===== config.mk =====
export PLATFORM = sky130hd
export DESIGN_NAME = swap_pulse_sequencer
export DESIGN_NICKNAME = d
export VERILOG_FILES = /design/src/rtl/swpseq_pkg.sv /design/src/rtl/swpseq_cascade.sv /design/src/rtl/swpseq_burst.sv /design/src/rtl/swap_pulse_sequencer.sv
export SDC_FILE = /design/constraint.sdc
export NUM_CORES = 1
export LEC_CHECK = 0
export ABC_AREA = 1
export CAP_MARGIN = 20
export CORE_MARGIN = 2
export CORE_UTILIZATION = 40
export DETAILED_ROUTE_END_ITERATION = 7
export GPL_ROUTABILITY_DRIVEN = 0
export PLACE_DENSITY = 0.56
export SLEW_MARGIN = 20
export SYNTH_ARGS = -nofsm -noshare
export SYNTH_HDL_FRONTEND = slang
export SYNTH_SLANG_ARGS = --single-unit

===== constraint.sdc =====
create_clock -name clk -period 2.2 [get_ports clk]
set_input_delay 0.22 -clock clk [delete_from_list [all_inputs] [get_ports clk]]
set_output_delay 0.22 -clock clk [all_outputs]
set_load 0.005 [all_outputs]

===== src/rtl/swpseq_pkg.sv =====
package swpseq_pkg;

    typedef enum logic [2:0] {
        ST_IDLE,
        ST_CASCADE,
        ST_BURST,
        ST_DONE,
        ST_PARK
    } seq_state_t;

    typedef struct packed {
        logic a_on;
        logic last;
    } burst_stat_t;

    function automatic int cnt_width(input int n);
        return (n <= 2) ? 1 : $clog2(n);
    endfunction

endpackage


===== src/rtl/swpseq_cascade.sv =====
module swpseq_cascade
    import swpseq_pkg::*;
#(
    parameter int N_LINES      = 4,
    parameter int DELAY_CYCLES = 1
) (
    input  logic               clk,
    input  logic               rst,
    input  logic               run,
    output logic [N_LINES-1:0] lines,
    output logic               last
);
    localparam int STEPS  = 2 * N_LINES;
    localparam int STEP_W = cnt_width(STEPS);
    localparam int TMR_W  = cnt_width(DELAY_CYCLES);
    localparam logic [STEP_W-1:0] STEP_LAST = STEP_W'(STEPS - 1);
    localparam logic [STEP_W-1:0] STEP_HALF = STEP_W'(N_LINES);
    localparam logic [TMR_W-1:0]  TMR_LAST  = TMR_W'(DELAY_CYCLES - 1);

    logic [TMR_W-1:0]  tmr;
    logic [STEP_W-1:0] step;

    always_ff @(posedge clk) begin
        if (rst || !run) begin
            tmr  <= '0;
            step <= '0;
        end else if (tmr == TMR_LAST) begin
            tmr  <= '0;
            step <= step + 1'b1;
        end else begin
            tmr <= tmr + 1'b1;
        end
    end

    for (genvar i = 0; i < N_LINES; i++) begin : g_line
        assign lines[i] = run && ((step < STEP_HALF) ? (step >= STEP_W'(i))
                                                     : ((step - STEP_HALF) < STEP_W'(i)));
    end

    assign last = run && (step == STEP_LAST) && (tmr == TMR_LAST);

    AST_ONE_LINE_PER_STAGE: assert property (@(posedge clk) disable iff (rst)
        (run && $past(run)) |-> ($countones(lines ^ $past(lines)) <= 1));
    AST_STAGE_HOLD: assert property (@(posedge clk) disable iff (rst)
        (run && $past(run) && (tmr != '0)) |-> $stable(lines));

endmodule


===== src/rtl/swpseq_burst.sv =====
module swpseq_burst
    import swpseq_pkg::*;
#(
    parameter int CYC_W      = 8,
    parameter int OFF_CYCLES = 2,
    parameter int REPS       = 24,
    parameter int REP_W      = 5
) (
    input  logic        clk,
    input  logic        rst,
    input  logic        run,
    output burst_stat_t stat
);
    localparam logic [CYC_W-1:0] CYC_MAX  = '1;
    localparam logic [CYC_W-1:0] OFF_V    = CYC_W'(OFF_CYCLES);
    localparam logic [REP_W-1:0] REP_LAST = REP_W'(REPS - 1);

    logic [CYC_W-1:0] cyc;
    logic [REP_W-1:0] rep;

    always_ff @(posedge clk) begin
        if (rst || !run) begin
            cyc <= '0;
            rep <= '0;
        end else begin
            cyc <= cyc + 1'b1;
            if (cyc == CYC_MAX) begin
                rep <= rep + 1'b1;
            end
        end
    end

    always_comb begin
        stat.a_on = run && (cyc >= OFF_V);
        stat.last = run && (cyc == CYC_MAX) && (rep == REP_LAST);
    end

    AST_REP_IN_RANGE: assert property (@(posedge clk) disable iff (rst)
        run |-> (rep <= REP_LAST));
    AST_REP_ON_WRAP: assert property (@(posedge clk) disable iff (rst)
        (run && $past(run) && (rep != $past(rep))) |-> ($past(cyc) == CYC_MAX));
    AST_OFF_AFTER_WRAP: assert property (@(posedge clk) disable iff (rst)
        (run && $past(run) && ($past(cyc) == CYC_MAX) && (OFF_CYCLES > 0)) |-> !stat.a_on);

endmodule


===== src/rtl/swap_pulse_sequencer.sv =====
module swap_pulse_sequencer
    import swpseq_pkg::*;
#(
    parameter int N_LINES      = 4,
    parameter int DELAY_CYCLES = 1,
    parameter int CYC_W        = 8,
    parameter int OFF_CYCLES   = 2,
    parameter int REPS         = 24,
    parameter int REP_W        = 5
) (
    input  logic               clk,
    input  logic               rst,
    input  logic               enable,
    output logic [N_LINES-1:0] s_gate,
    output logic               a_gate,
    output logic               busy,
    output logic               done
);
    seq_state_t          state, state_nx;
    logic [N_LINES-1:0]  cas_lines;
    logic                cas_last;
    burst_stat_t         bst;

    swpseq_cascade #(
        .N_LINES      (N_LINES),
        .DELAY_CYCLES (DELAY_CYCLES)
    ) u_cascade (
        .clk   (clk),
        .rst   (rst),
        .run   (state == ST_CASCADE),
        .lines (cas_lines),
        .last  (cas_last)
    );

    swpseq_burst #(
        .CYC_W      (CYC_W),
        .OFF_CYCLES (OFF_CYCLES),
        .REPS       (REPS),
        .REP_W      (REP_W)
    ) u_burst (
        .clk  (clk),
        .rst  (rst),
        .run  (state == ST_BURST),
        .stat (bst)
    );

    always_comb begin
        state_nx = state;
        if (!enable) begin
            state_nx = ST_IDLE;
        end else begin
            case (state)
                ST_IDLE:    state_nx = ST_CASCADE;
                ST_CASCADE: if (cas_last) state_nx = ST_BURST;
                ST_BURST:   if (bst.last) state_nx = ST_DONE;
                ST_DONE:    state_nx = ST_PARK;
                ST_PARK:    state_nx = ST_PARK;
                default:    state_nx = ST_IDLE;
            endcase
        end
    end

    always_ff @(posedge clk) begin
        if (rst) begin
            state <= ST_IDLE;
        end else begin
            state <= state_nx;
        end
    end

    always_comb begin
        s_gate = enable ? cas_lines : '0;
        a_gate = enable && bst.a_on;
        busy   = enable && ((state == ST_CASCADE) || (state == ST_BURST));
        done   = enable && (state == ST_DONE);
    end

    AST_DONE_ONE_CYCLE: assert property (@(posedge clk) disable iff (rst)
        done |=> !done);
    AST_ABORT_TO_IDLE: assert property (@(posedge clk) disable iff (rst)
        !enable |=> (!busy && !done));
    AST_PHASES_APART: assert property (@(posedge clk) disable iff (rst)
        (|s_gate) |-> !a_gate);
    AST_DONE_AFTER_BURST: assert property (@(posedge clk) disable iff (rst)
        done |-> $past(busy));

endmodule


==> results_dict.tcl, run 1 <==
set metrics [dict create \
    yosysSeqAreaShare_pct 38.5 \
    die_w_microns 55.0 \
    dp_hpwl_microns 1440 \
    clockRootBuffer "clkbuf_4" \
    path_clk_slew_ns 0.11 \
    worstSetupStartpointType "flop" \
    seq_power_share_pct 60.4 \
    clock_path_buffers 2 \
    vias 845 \
    hold_viol 0 \
    synth_warnings 0 \
    p_sw_uw 132 \
    viasPerCell 4.67 \
    hold_depth 1 \
    ant_nets 0 \
    pwr-share-clk_pct 34.5 \
    die_y_microns 55.0 \
    grt_usage_pct 14.6 \
    synth-edff-count 0 \
    wire_per_inst_microns 10.1 \
    p_int_uw 480 \
    clkSinkCount 20 \
    status "completed" \
    min_period_ns 1.99 \
    dr.pass1.iters 4 \
    required_ns 1.98 \
    fp.coreArea_sq_mm 0.00248 \
    num_rows 18 \
    ioPinCount 10 \
    tns_ns 0 \
    synth.distinct_cells 28 \
    io_buffer_count 9 \
    grt_pass1_wl_microns 3150 \
    netlist_area_sq_mm 0.00104 \
    post-route-period-util_pct 90.7 \
    clock_skew_ns 0.00544 \
    cts_buffers 3 \
    arrival_ns 1.77 \
    clk_latency_ns 0.30 \
    avgSynthCellArea_sq_um 7.53 \
    area_growth_pct 15.8 \
    worstRegToRegCells 6 \
    fmax_mhz 501 \
    overflow 0 \
    die_area_sq_mm 0.00302 \
    drv_cap 0 \
    synthFlopType "dfxtp_1" \
    cp-end-kind "output pin" \
    vdd_drop_max_mv 0.340 \
    setup_violations 0 \
    combinationalPowerShare_pct 5.1 \
    setup_ws_ns 0.205 \
    grt_pass1_vias 746 \
    hp-class "flop to flop" \
    htreeDepth 1 \
    hold_buffers 0 \
    ys_seq_elements 20 \
    worstPathMaxFanout 4 \
    cts_tree "yes" \
    critPathKind "flop to output pin" \
    async_reset_ff_share_pct 0 \
    dr.first_iter.drc_count 20 \
    antenna_found_initial 0 \
    synth_nets 148 \
    power.leakage_nw 0.440 \
    diodes 0 \
    p_per_area_mw_per_mm2 509 \
    rsz0062_at_grt "false" \
    final_cell_mix "20 x nor2_1, 20 x dfxtp_1, 19 x inv_1" \
    final_nets 162 \
    drive_above_1_share_pct 11.9 \
    remaining_drc_errors 0 \
    swShare_pct 21.6 \
    cts_resized 0 \
    slew_viol_final 0 \
    cts_setup_buffers 0 \
    wl_microns 1830 \
    grt_max_degree 12 \
    initial_core_util_pct 42.0 \
    dp_slack_ns 0.359 \
    synthCells 138 \
]
==> layer usage <==
| layer | wire (microns) | vias up | part of all wire, % | global-route usage, % |
|---|---|---|---|---|
| met1 | 966 | 358 | 53 | 19.5 |
| met5 | 0 | - | 0 | 0 |
| li1 | - | 474 | - | - |
| met2 | 778 | 11 | 42 | 22.0 |
| met3 | 73 | 2 | 4.0 | 5.65 |
| met4 | 14 | 0 | 0.76 | 3.66 |
==> path summary, 6_finish.rpt <==
kind                         end  slack [ns]           start
hold / removal    u_burst.cyc[0]        0.47  u_burst.cyc[0]
setup reg to reg  u_burst.rep[3]        0.87  u_burst.cyc[1]
hold reg to reg   u_burst.cyc[0]        0.47  u_burst.cyc[0]
setup / recovery       s_gate[1]        0.21        state[0]
==> power groups by stage <==
stage | sequential, mW | clock (mW) | combinational, mW
floorplan | 0.378 | 0 | 0.0188
global placement | 0.378 | 0 | 0.0316
detailed placement | 0.378 | 0 | 0.0318
CTS | 0.370 | 0.219 | 0.0320
global route | 0.371 | 0.237 | 0.0358
finish | 0.370 | 0.211 | 0.0314
==> area by class of cell <==
| type | count | area (sq um) |
|---|---|---|
| clock buffers | 4 | 36.3 |
| inverters | 22 | 83.8 |
| repair buffers | 9 | 90.1 |
| fillers | 259 | 1270 |
| well taps | 30 | 37.5 |
| multi-input cells | 96 | 556 |
| flip-flops and latches | 20 | 400 |
==> sequential cells by signal, summed over array words and instances (netlist names) <==
signal / flops
u_burst.rep: 5
u_cascade.tmr: 1
state: 3
u_burst.cyc: 8
u_cascade.step: 3
==> worst max-delay path: stages, from the launching register on <==
cell and delay [ns]:
dfxtp_1 0.40, nand3_1 0.15, inv_1 0.10, nand2_1 0.09, a211oi_1 0.19, clkdlybuf4s50_1 0.54
==> cells in the mapped netlist, types with 2 or more instances <==
cell,number,area [sq um]
o21ai_1,3,15.0
ha_1,7,87.6
nor3b_2,2,25.0
nor2_1,20,75.1
nand3_1,6,30.0
nand2_2,2,12.5
nor2_4,3,33.8
nand2_1,17,63.8
a21oi_1,13,65.1
dfxtp_1,20,400
inv_2,2,7.51
nor3_1,4,20.0
nor4_1,2,12.5
o21ai_0,5,25.0
inv_1,19,71.3
==> logic make-up (layout without fill, tap and decap cells) <==
family                     count (synthesis)  after routing  synth area share [%]
AOI/OAI and AO/OA                         26             26                  13.6
xor gates and xnor gates                   1              1                 0.843
other                                      1              1                 0.361
buffers and inverters                     22             35                  8.06
adders and majority gates                  7              7                  8.42
and+or+nand+nor                           61             61                  30.2
DFF                                       20             20                  38.5
==> through the flow <==
step	cells	total power, mW	cell area [sq um]	util [%]	hold WS (ns)
CTS	181	0.621	1200	48.6	0.478
floorplan	138	0.396	1040	-	0.388
global placement	177	0.410	1170	47.1	0.452
detailed placement	177	0.410	1170	47.1	0.451
global route	181	0.644	1200	48.6	0.506
finish	181	0.613	1200	48.6	0.474
(Power assumes the default switching activity.)
==> run 2: changes to the inputs <==
==> constraint.sdc (replaced) <==
create_clock -name clk -period 2.3 [get_ports clk]
set_input_delay 0.23 -clock clk [delete_from_list [all_inputs] [get_ports clk]]
set_output_delay 0.23 -clock clk [all_outputs]
set_load 0.005 [all_outputs]
==> run 2 against run 1 <==
Against the previous run: die area is the same; cell count stayed put; highest routed layer unchanged; via count up 1.2%; utilization did not move; design area is the same; register-to-register slack better by 0.10 ns; power down 4.1%; clock skew shrank 0.0035 ns; sequential share of layout area stayed put; first-iteration DRC count is 45% lower; critical path type unchanged; routed wire length is 2.9% higher; flip-flop and latch count unchanged.
==> results_dict.tcl, run 2 (same netlist as run 1, synthesis figures left out) <==
set metrics [dict create \
    status "completed" \
    dp_hpwl_microns 1470 \
    clock_skew_ns 0.00194 \
    required_ns 2.07 \
    multi_input_area_sq_um 556 \
    die_area_sq_mm 0.00302 \
    setup_violations 0 \
    hold_viol 0 \
    dr.pass1.iters 4 \
    critPathKind "flop to output pin" \
    clk_latency_ns 0.29 \
    dpl_cell_area_sq_mm 0.00117 \
    antenna_found_initial 0 \
    cts_buffers 3 \
    hp-class "flop to flop" \
    clkSinkCount 20 \
    grt_max_degree 12 \
    vdd_drop_max_mv 0.315 \
    hold_buffers 0 \
    top_regs "u_burst.cyc (8), u_burst.rep (5)" \
    die_w_microns 55.0 \
    rsz0062_at_grt "false" \
    cts_setup_buffers 0 \
    clockRootBuffer "clkbuf_4" \
    num_rows 18 \
    overflow 0 \
    critPathBufInv 2 \
    cts_resized 0 \
    wire_per_inst_microns 10.4 \
    wl_microns 1890 \
    arrival_ns 1.77 \
    dp_slack_ns 0.438 \
    fp.coreArea_sq_mm 0.00248 \
    io_buffer_count 9 \
    ant_nets 0 \
    initial_core_util_pct 42.0 \
    power.leakage_nw 0.440 \
    fmax_mhz 500 \
    ff_latch_area_sq_um 400 \
    final_nets 162 \
    drive_above_1_share_pct 11.9 \
    path_clk_slew_ns 0.11 \
    crit_slowest_cell "clkdlybuf4s50_1" \
    htreeDepth 1 \
    grt_pass1_vias 750 \
    vias 855 \
    fin_area_sq_mm 0.00120 \
    cp_top_family "buffers and inverters" \
    cts_tree "yes" \
    slew_viol_final 0 \
    diodes 0 \
    drv_cap 0 \
    slowest_delay_ns 0.46 \
    dr.first_iter.drc_count 11 \
    die_y_microns 55.0 \
    n_fill_cell 255 \
    crit_chain "inv_1 > ha_1 > nor4_1 > a21oi_1 > clkdlybuf4s50_1" \
    min_period_ns 2.00 \
    regMostFlops "u_burst.cyc" \
    clock_path_buffers 2 \
    setup_ws_ns 0.298 \
    remaining_drc_errors 0 \
    area_growth_pct 15.8 \
    worstPathMaxFanout 4 \
    cp-end-kind "output pin" \
    ioPinCount 10 \
    post-route-period-util_pct 87.0 \
    worstSetupStartpointType "flop" \
    largest_register_ffs 8 \
    viasPerCell 4.72 \
    grt_pass1_wl_microns 3040 \
    p_per_area_mw_per_mm2 488 \
    grt_usage_pct 14.2 \
    final_cell_mix "20 x nor2_1, 20 x dfxtp_1, 19 x inv_1" \
    tns_ns 0 \
]
==> run 2: final cells by class <==
cell class	count	share of cell area (%)
flip-flops and latches	20	33.3
inverters	22	6.96
well taps	30	3.12
clock buffers	4	3.01
repair buffers	9	7.48
multi-input cells	96	46.2
==> run 2: report_power, final <==
part	switching (mW)	internal, mW
clock network	0.107	0.0964
logic	0.0171	0.0132
registers	0.00418	0.350
==> run 2: final timing paths <==
kind                                      from              to  slack (ns)  depth (start not counted)
worst max-delay path            u_burst.cyc[0]          a_gate        0.30                          5
worst max register to register  u_burst.cyc[1]  u_burst.rep[3]        0.97                          6
worst min-delay path            u_burst.cyc[0]  u_burst.cyc[0]        0.49                          1
worst min register to register  u_burst.cyc[0]  u_burst.cyc[0]        0.49                          1
==> run 2: stage by stage <==
stage / power (mW) / util, % / hold WS (ns) / cells
finish: 0.588 / 48.6 / 0.485 / 181
floorplan: 0.379 / - / 0.398 / 138
global route: 0.615 / 48.6 / 0.524 / 181
global placement: 0.392 / 47.1 / 0.452 / 177
detailed placement: 0.393 / 47.1 / 0.469 / 177
CTS: 0.599 / 48.6 / 0.498 / 181
==> run 2: per-layer routing <==
layer  wire length (microns)  vias to the layer above  part of all wire [%]  global-route usage, %
met5                       0                        -                     0                      0
li1                        -                      470                     -                      -
met1                    1000                      375                    53                   19.3
met3                      42                        2                   2.2                   3.23
met2                     827                        8                    44                   21.4
met4                      12                        0                  0.64                   6.10
